[src/rtl/privtrap_pkg.sv]
`timescale 1ns/1ps
package privtrap_pkg;

  typedef enum logic [2:0] {
    IC_PLAIN   = 3'd0,
    IC_SYSCALL = 3'd1,
    IC_RETURN  = 3'd2,
    IC_SETMODE = 3'd3,
    IC_DEVIO   = 3'd4,
    IC_HALT    = 3'd5,
    IC_MMUWR   = 3'd6,
    IC_IRQON   = 3'd7
  } instClass_e;

  localparam logic [3:0] CAUSE_NONE     = 4'd0;
  localparam logic [3:0] CAUSE_SYSCALL  = 4'd1;
  localparam logic [3:0] CAUSE_ILLEGAL  = 4'd2;
  localparam logic [3:0] CAUSE_DIVZERO  = 4'd3;
  localparam logic [3:0] CAUSE_MEMPROT  = 4'd4;
  localparam logic [3:0] CAUSE_BUSERR   = 4'd5;
  localparam logic [3:0] CAUSE_IRQ_BASE = 4'd8;

  // strobes from the decision logic to the state datapath
  typedef struct packed {
    logic       take;      // entry this cycle
    logic [3:0] cause;     // cause code of the entry
    logic       saveNext;  // save PC + 4 instead of PC
    logic       doReturn;  // return-from-trap retires
    logic       setMode;   // set-mode retires
    logic       irqOn;     // interrupt-enable retires
  } ctrlStrobe_t;

endpackage

[src/rtl/priv_ctrl.sv]
`timescale 1ns/1ps
module priv_ctrl
  import privtrap_pkg::*;
#(
  parameter int N_IRQ = 4
) (
  input  logic              clk,
  input  logic              rstN,
  input  logic              instValid,
  input  logic [2:0]        instClass,
  input  logic [N_IRQ-1:0]  irqReq,
  input  logic              faultDiv,
  input  logic              faultMem,
  input  logic              faultBus,
  input  logic              modeKernel,
  input  logic              irqEnable,
  output ctrlStrobe_t       strobe,
  output logic              retire
);

  localparam int IDX_W = (N_IRQ > 1) ? $clog2(N_IRQ) : 1;

  instClass_e cls;
  logic       isPriv;
  logic       illegal;
  logic [3:0] syncCause;
  logic       syncHit;
  logic       retReturn;
  logic       irqAny;
  logic [IDX_W-1:0] irqIdx;
  logic       irqTake;

  assign cls     = instClass_e'(instClass);
  assign isPriv  = (cls != IC_PLAIN) && (cls != IC_SYSCALL);
  assign illegal = instValid && isPriv && !modeKernel;

  // synchronous cause, fixed priority
  always_comb begin
    syncCause = CAUSE_NONE;
    if (instValid) begin
      if (illegal)                syncCause = CAUSE_ILLEGAL;
      else if (faultBus)          syncCause = CAUSE_BUSERR;
      else if (faultMem)          syncCause = CAUSE_MEMPROT;
      else if (faultDiv)          syncCause = CAUSE_DIVZERO;
      else if (cls == IC_SYSCALL) syncCause = CAUSE_SYSCALL;
    end
  end

  assign syncHit   = (syncCause != CAUSE_NONE);
  assign retire    = instValid && !syncHit;
  assign retReturn = retire && (cls == IC_RETURN);

  // lowest-numbered pending line wins
  always_comb begin
    irqAny = 1'b0;
    irqIdx = '0;
    for (int i = N_IRQ - 1; i >= 0; i--) begin
      if (irqReq[i]) begin
        irqAny = 1'b1;
        irqIdx = IDX_W'(i);
      end
    end
  end

  assign irqTake = irqEnable && irqAny && !syncHit && !retReturn;

  always_comb begin
    strobe.take     = syncHit || irqTake;
    strobe.cause    = syncHit ? syncCause
                    : (irqTake ? (CAUSE_IRQ_BASE + 4'(irqIdx)) : CAUSE_NONE);
    strobe.saveNext = syncHit ? (syncCause == CAUSE_SYSCALL) : instValid;
    strobe.doReturn = retReturn;
    strobe.setMode  = retire && (cls == IC_SETMODE);
    strobe.irqOn    = retire && (cls == IC_IRQON);
  end

  // user-mode privileged work never retires
  a_r2_user_priv_blocked: assert property (@(posedge clk) disable iff (!rstN)
    (instValid && isPriv && !modeKernel) |-> (!retire && strobe.take));

  // with interrupts masked and no instruction, nothing enters
  a_r7_masked_quiet: assert property (@(posedge clk) disable iff (!rstN)
    (!irqEnable && !instValid) |-> !strobe.take);

  // a return and an entry never share a cycle
  a_r9_return_exclusive: assert property (@(posedge clk) disable iff (!rstN)
    !(strobe.take && strobe.doReturn));

endmodule

[src/rtl/priv_dpath.sv]
`timescale 1ns/1ps
module priv_dpath
  import privtrap_pkg::*;
#(
  parameter int              PC_W     = 32,
  parameter logic [PC_W-1:0] VEC_BASE = 'h100
) (
  input  logic            clk,
  input  logic            rstN,
  input  ctrlStrobe_t     strobe,
  input  logic [PC_W-1:0] curPc,
  input  logic            modeWrVal,
  output logic            modeKernel,
  output logic            irqEnable,
  output logic [PC_W-1:0] epcOut,
  output logic [PC_W-1:0] trapVector
);

  localparam logic [PC_W-1:0] PC_STEP = PC_W'(4);

  logic            modeQ;
  logic            prevModeQ;
  logic            ieQ;
  logic [PC_W-1:0] epcQ;
  logic            effMode;

  assign effMode = strobe.setMode ? modeWrVal : modeQ;

  always_ff @(posedge clk) begin
    if (!rstN) begin
      modeQ     <= 1'b1;
      prevModeQ <= 1'b1;
      ieQ       <= 1'b0;
      epcQ      <= '0;
    end else if (strobe.take) begin
      modeQ     <= 1'b1;
      prevModeQ <= effMode;
      ieQ       <= 1'b0;
      epcQ      <= strobe.saveNext ? (curPc + PC_STEP) : curPc;
    end else if (strobe.doReturn) begin
      modeQ     <= prevModeQ;
      ieQ       <= 1'b1;
    end else begin
      if (strobe.setMode) modeQ <= modeWrVal;
      if (strobe.irqOn)   ieQ   <= 1'b1;
    end
  end

  assign modeKernel = modeQ;
  assign irqEnable  = ieQ;
  assign epcOut     = epcQ;
  assign trapVector = strobe.take
                    ? (VEC_BASE + (PC_W'(strobe.cause) << 2)) : '0;

  // an entry lands in kernel mode with interrupts masked
  a_r6_entry_kernel_masked: assert property (@(posedge clk) disable iff (!rstN)
    strobe.take |=> (modeQ && !ieQ));

  // a return always unmasks
  a_r9_return_unmasks: assert property (@(posedge clk) disable iff (!rstN)
    strobe.doReturn |=> ieQ);

endmodule

[src/rtl/priv_trap_top.sv]
`timescale 1ns/1ps
module priv_trap_top
  import privtrap_pkg::*;
#(
  parameter int              PC_W     = 32,
  parameter int              N_IRQ    = 4,   // at most 8 lines
  parameter logic [PC_W-1:0] VEC_BASE = 'h100
) (
  input  logic             clk,
  input  logic             rstN,
  input  logic             instValid,
  input  logic [2:0]       instClass,
  input  logic             modeWrVal,
  input  logic [N_IRQ-1:0] irqReq,
  input  logic             faultDiv,
  input  logic             faultMem,
  input  logic             faultBus,
  input  logic [PC_W-1:0]  curPc,
  output logic             retire,
  output logic             trapTaken,
  output logic [3:0]       trapCause,
  output logic [PC_W-1:0]  trapVector,
  output logic [PC_W-1:0]  epcOut,
  output logic             retTaken,
  output logic             kernelMode
);

  ctrlStrobe_t strobe;
  logic        modeKernel;
  logic        irqEnable;

  priv_ctrl #(.N_IRQ(N_IRQ)) ctrl_i (
    .clk(clk), .rstN(rstN), .instValid(instValid), .instClass(instClass),
    .irqReq(irqReq), .faultDiv(faultDiv), .faultMem(faultMem),
    .faultBus(faultBus), .modeKernel(modeKernel), .irqEnable(irqEnable),
    .strobe(strobe), .retire(retire)
  );

  priv_dpath #(.PC_W(PC_W), .VEC_BASE(VEC_BASE)) dpath_i (
    .clk(clk), .rstN(rstN), .strobe(strobe), .curPc(curPc),
    .modeWrVal(modeWrVal), .modeKernel(modeKernel), .irqEnable(irqEnable),
    .epcOut(epcOut), .trapVector(trapVector)
  );

  assign trapTaken  = strobe.take;
  assign trapCause  = strobe.cause;
  assign retTaken   = strobe.doReturn;
  assign kernelMode = modeKernel;

  // the saved address is the PC or its successor
  a_r8_epc_from_pc: assert property (@(posedge clk) disable iff (!rstN)
    trapTaken |=> ((epcOut == $past(curPc)) || (epcOut == $past(curPc) + PC_W'(4))));

  // without a valid instruction no synchronous cause appears
  a_r5_idle_no_sync: assert property (@(posedge clk) disable iff (!rstN)
    (!instValid && trapTaken) |-> (trapCause >= CAUSE_IRQ_BASE));

endmodule

[config.mk]
export PLATFORM = sky130hd
export DESIGN_NAME = priv_trap_top
export DESIGN_NICKNAME = d
export VERILOG_FILES = /design/src/rtl/privtrap_pkg.sv /design/src/rtl/priv_ctrl.sv /design/src/rtl/priv_dpath.sv /design/src/rtl/priv_trap_top.sv
export SDC_FILE = /design/constraint.sdc
export NUM_CORES = 1
export LEC_CHECK = 0
export ABC_CLOCK_PERIOD_IN_PS = 1700
export BUFFER_PORTS_ARGS = -buffer_cell sky130_fd_sc_hd__clkbuf_2
export CAP_MARGIN = 20
export CORE_MARGIN = 3
export CORE_UTILIZATION = 46
export DETAILED_ROUTE_END_ITERATION = 8
export GPL_ROUTABILITY_DRIVEN = 0
export GPL_TIMING_DRIVEN = 0
export HOLD_SLACK_MARGIN = 0.08
export PLACE_DENSITY = 0.81
export SLEW_MARGIN = 20
export SYNTH_ARGS = -nofsm -noshare
export SYNTH_HDL_FRONTEND = slang
export SYNTH_SLANG_ARGS = --single-unit
[constraint.sdc]
create_clock -name clk -period 1.7 [get_ports clk]
set_input_delay 0.085 -clock clk [delete_from_list [all_inputs] [get_ports clk]]
set_output_delay 0.085 -clock clk [all_outputs]
set_load 0.01 [all_outputs]
==> metrics.cfg <==
[setup_path]
worstSetupStartpointType = register
worstSetupPathType = register to register
worstPathArrival_ns = 1.91
slowest_stage = or4_4
crit_path_frequent_cell = buf_4
cp_slowest_stage_delay_ns = 0.44
end_kind = register
critPathMaxFanout = 8
worstPathRequired_ns = 1.92
path_cells = o21bai_4 -> buf_4 -> buf_4 -> nand3_4 -> or4_4 -> xor2_1 -> a21oi_1

[logic_synthesis]
synth-seq-cells = 35
synth_edf_count = 0
synth_top_area_share_pct = 30.5
yosys-top-cells-area = dfxtp_1, buf_4, xnor2_1
ys.flop_type = dfxtp_1
yosysTopAreaCell = dfxtp_1
synth_area_sq_um = 2300
avgSynthCellArea_sq_um = 8.06
synth.distinct_cells = 46
async_flop_share_pct = 0
ys_seq_area_share_pct = 30.5
yosys_warnings = 0
netlist_instances = 285
ys_top_cells_by_count = dfxtp_1, buf_4, o21ai_0
yosysMostFrequentCell = dfxtp_1

[drt]
routed-via-count = 2433
ant_nets = 0
drt_iter0_drc = 172
dr_wl_met3_um = 433
met1_length_um = 2840
drt-wirelength-per-cell_um = 13.7
drc = 0
avgViaCountPerCell = 4.96
firstDrtPassIters = 4
routed.top_layer = met4
dr_wl_met2_um = 3390
wirelength_um = 6700

[cts]
cts_tree = built
ctsRootBufferMaster = clkbuf_8
clock_path_buffers = 2
clk_latency_ns = 0.28
h-tree-depth = 2
clkTransAtPathRegs_ns = 0.07
cts_buffers = 5
cts_sinks = 35

[sta]
timing.final.crit_share_pct = 99.5
slew_violations = 0
tightest_slew_ns = 0.509
min_period_ns = 1.69
hold_violations = 0
fin_setup_tns_ns = 0
finalClockSkew_ns = 0.00247
rsz0062_at_grt = yes
slew-limit-headroom_pct = 65.7
setup-violations-final = 0
holdWs_ns = 0.0927
fmax_ghz = 0.591

[pwr]
swShare_pct = 31.3
power.internal_uw = 1410
ir_worst_vdd_uv = 439
p_clk_share_pct = 29.2
pwr-share-seq_pct = 44.4
p_leak_uw = 0.00154
p_sw_uw = 642
combPwrFrac_pct = 26.4
power_density_nw_per_um2 = 628

[layout]
regArea_sq_um = 702
nNetsFinal = 470
final_core_util_pct = 68.3
n_antenna_cell = 0
drive_above_1_share_pct = 41.7
multi_input_area_sq_um = 1450
n_fill_cell = 399
areaGrowthSynthToFinish_pct = 42.3

[global_route]
grt_max_degree = 12
grtUsageTotal_pct = 21.7
antenna_found_initial = 0
grt_pass1_vias = 2291
grt_pass1_wl_um = 10500
grt-ovfl-total = 0

[floorplan]
io_pins = 118
die_x_um = 76.7
die-area_sq_um = 5880
placementRows = 25
initial_core_util_pct = 48.0
die-height_um = 76.7
coreArea_sq_um = 4790

[job]
drv_cap = 0

[placement]
dp_hpwl_um = 4740
numPortBuffers = 88

[min_path]
hold_path.class = primary input to register

[outcome]
status = finished, final reports clean

## layout make-up
class	instances	area share (%)
Multi-Input combinational cell	221	44.3
Timing Repair Buffer	106	18.6
Buffer	42	9.00
Clock inverter	2	0.383
Sequential cell	35	21.5
Inverter	12	1.46
Tap cell	67	2.57
Clock buffer	6	2.22
## routing by layer
layer | GRT usage (%) | vias up
met4 | 5.80 | 0
met5 | 0 | -
met3 | 5.52 | 4
li1 | - | 1237
met1 | 25.3 | 1091
met2 | 39.3 | 101
## logic make-up (layout without fill, tap and decap cells)
kind of cell             after synthesis  in the layout  share of synthesized area, %
flip-flops                            35             35                          30.5
XOR/XNOR                              22             22                          8.39
buffers and inverters                 55            168                          14.6
AND/OR/NAND/NOR                       91             91                          23.2
other                                  1             27                         0.163
adder cells (fa/ha/maj)                1              1                         0.545
AO/OA/AOI/OAI                         80             80                          22.6
## worst paths after layout
| kind | from | endpoint | slack, ns | cells after the start |
|---|---|---|---|---|
| worst max register to register | dpath_i.modeKernel$_SDFF_PP1_ | dpath_i.epcOut[12]$_SDFFE_PN0P_ | 0.008 | 7 |
| worst min-delay path | curPc[28] | dpath_i.epcOut[28]$_SDFFE_PN0P_ | 0.09 | 3 |
| worst max-delay path | dpath_i.modeKernel$_SDFF_PP1_ | dpath_i.epcOut[12]$_SDFFE_PN0P_ | 0.008 | 7 |
| worst min register to register | dpath_i.epcOut[1]$_SDFFE_PN0P_ | dpath_i.epcOut[1]$_SDFFE_PN0P_ | 0.46 | 2 |
## worst max-delay path, delay by kind of cell (launching register included)
kind | cells | cell delay [ns]
compound gates | 2 | 0.28
xor+xnor | 1 | 0.15
buf+inv | 2 | 0.27
flops | 1 | 0.36
simple gates | 2 | 0.56
## through the flow
step | worst slack [ns] | cell area [sq um] | instances | power, uW
after global placement | -0.121 | 2920 | 466 | 1400
after global routing | -0.0776 | 3270 | 491 | 2160
after CTS | 0.00708 | 3150 | 482 | 2040
final | 0.00782 | 3270 | 491 | 2050
after detailed placement | -0.118 | 2920 | 466 | 1410
after floorplan | 0.00425 | 2390 | 311 | 1210
## power groups by stage
| stage | clock, uW | combinational (uW) | sequential, uW |
|---|---|---|---|
| floorplan | 0 | 258 | 954 |
| global placement | 0 | 479 | 925 |
| detailed placement | 0 | 485 | 928 |
| CTS | 625 | 510 | 910 |
| global route | 648 | 592 | 917 |
| finish | 599 | 541 | 910 |
## state kept, by name (all words and copies together) (netlist names)
signal and flops:
dpath_i.prevModeQ 1, dpath_i.epcOut 32, dpath_i.modeKernel 1, dpath_i.irqEnable 1
## cells in the final DEF (no fill, tap or decap), types with 3 or more instances in the layout
master,count
nor3_1,8
conb_1,27
o21ai_0,27
a21oi_1,21
nor3_2,5
buf_4,43
clkbuf_8,5
nand2_1,19
o31ai_1,3
inv_1,11
nor3_4,3
nand4_1,10
xnor2_1,19
clkbuf_2,85
xor2_1,3
nor2_4,3
nor2_1,14
nand3_1,9
dfxtp_1,34
buf_2,9
clkbuf_1,5
o211a_1,5
dlygate4sd3_1,3
a31oi_1,7
## timing repair
action                                  4_1_cts  5_1_grt
pin swaps                                     3        4
cloned                                        0        1
gates resized for setup                      15       13
endpoints found under the setup margin       41       10
endpoints found under the hold margin         3        0
hold buffers                                  3        0
buffers inserted                              5        9
Power figures use the tool's default switching activity.
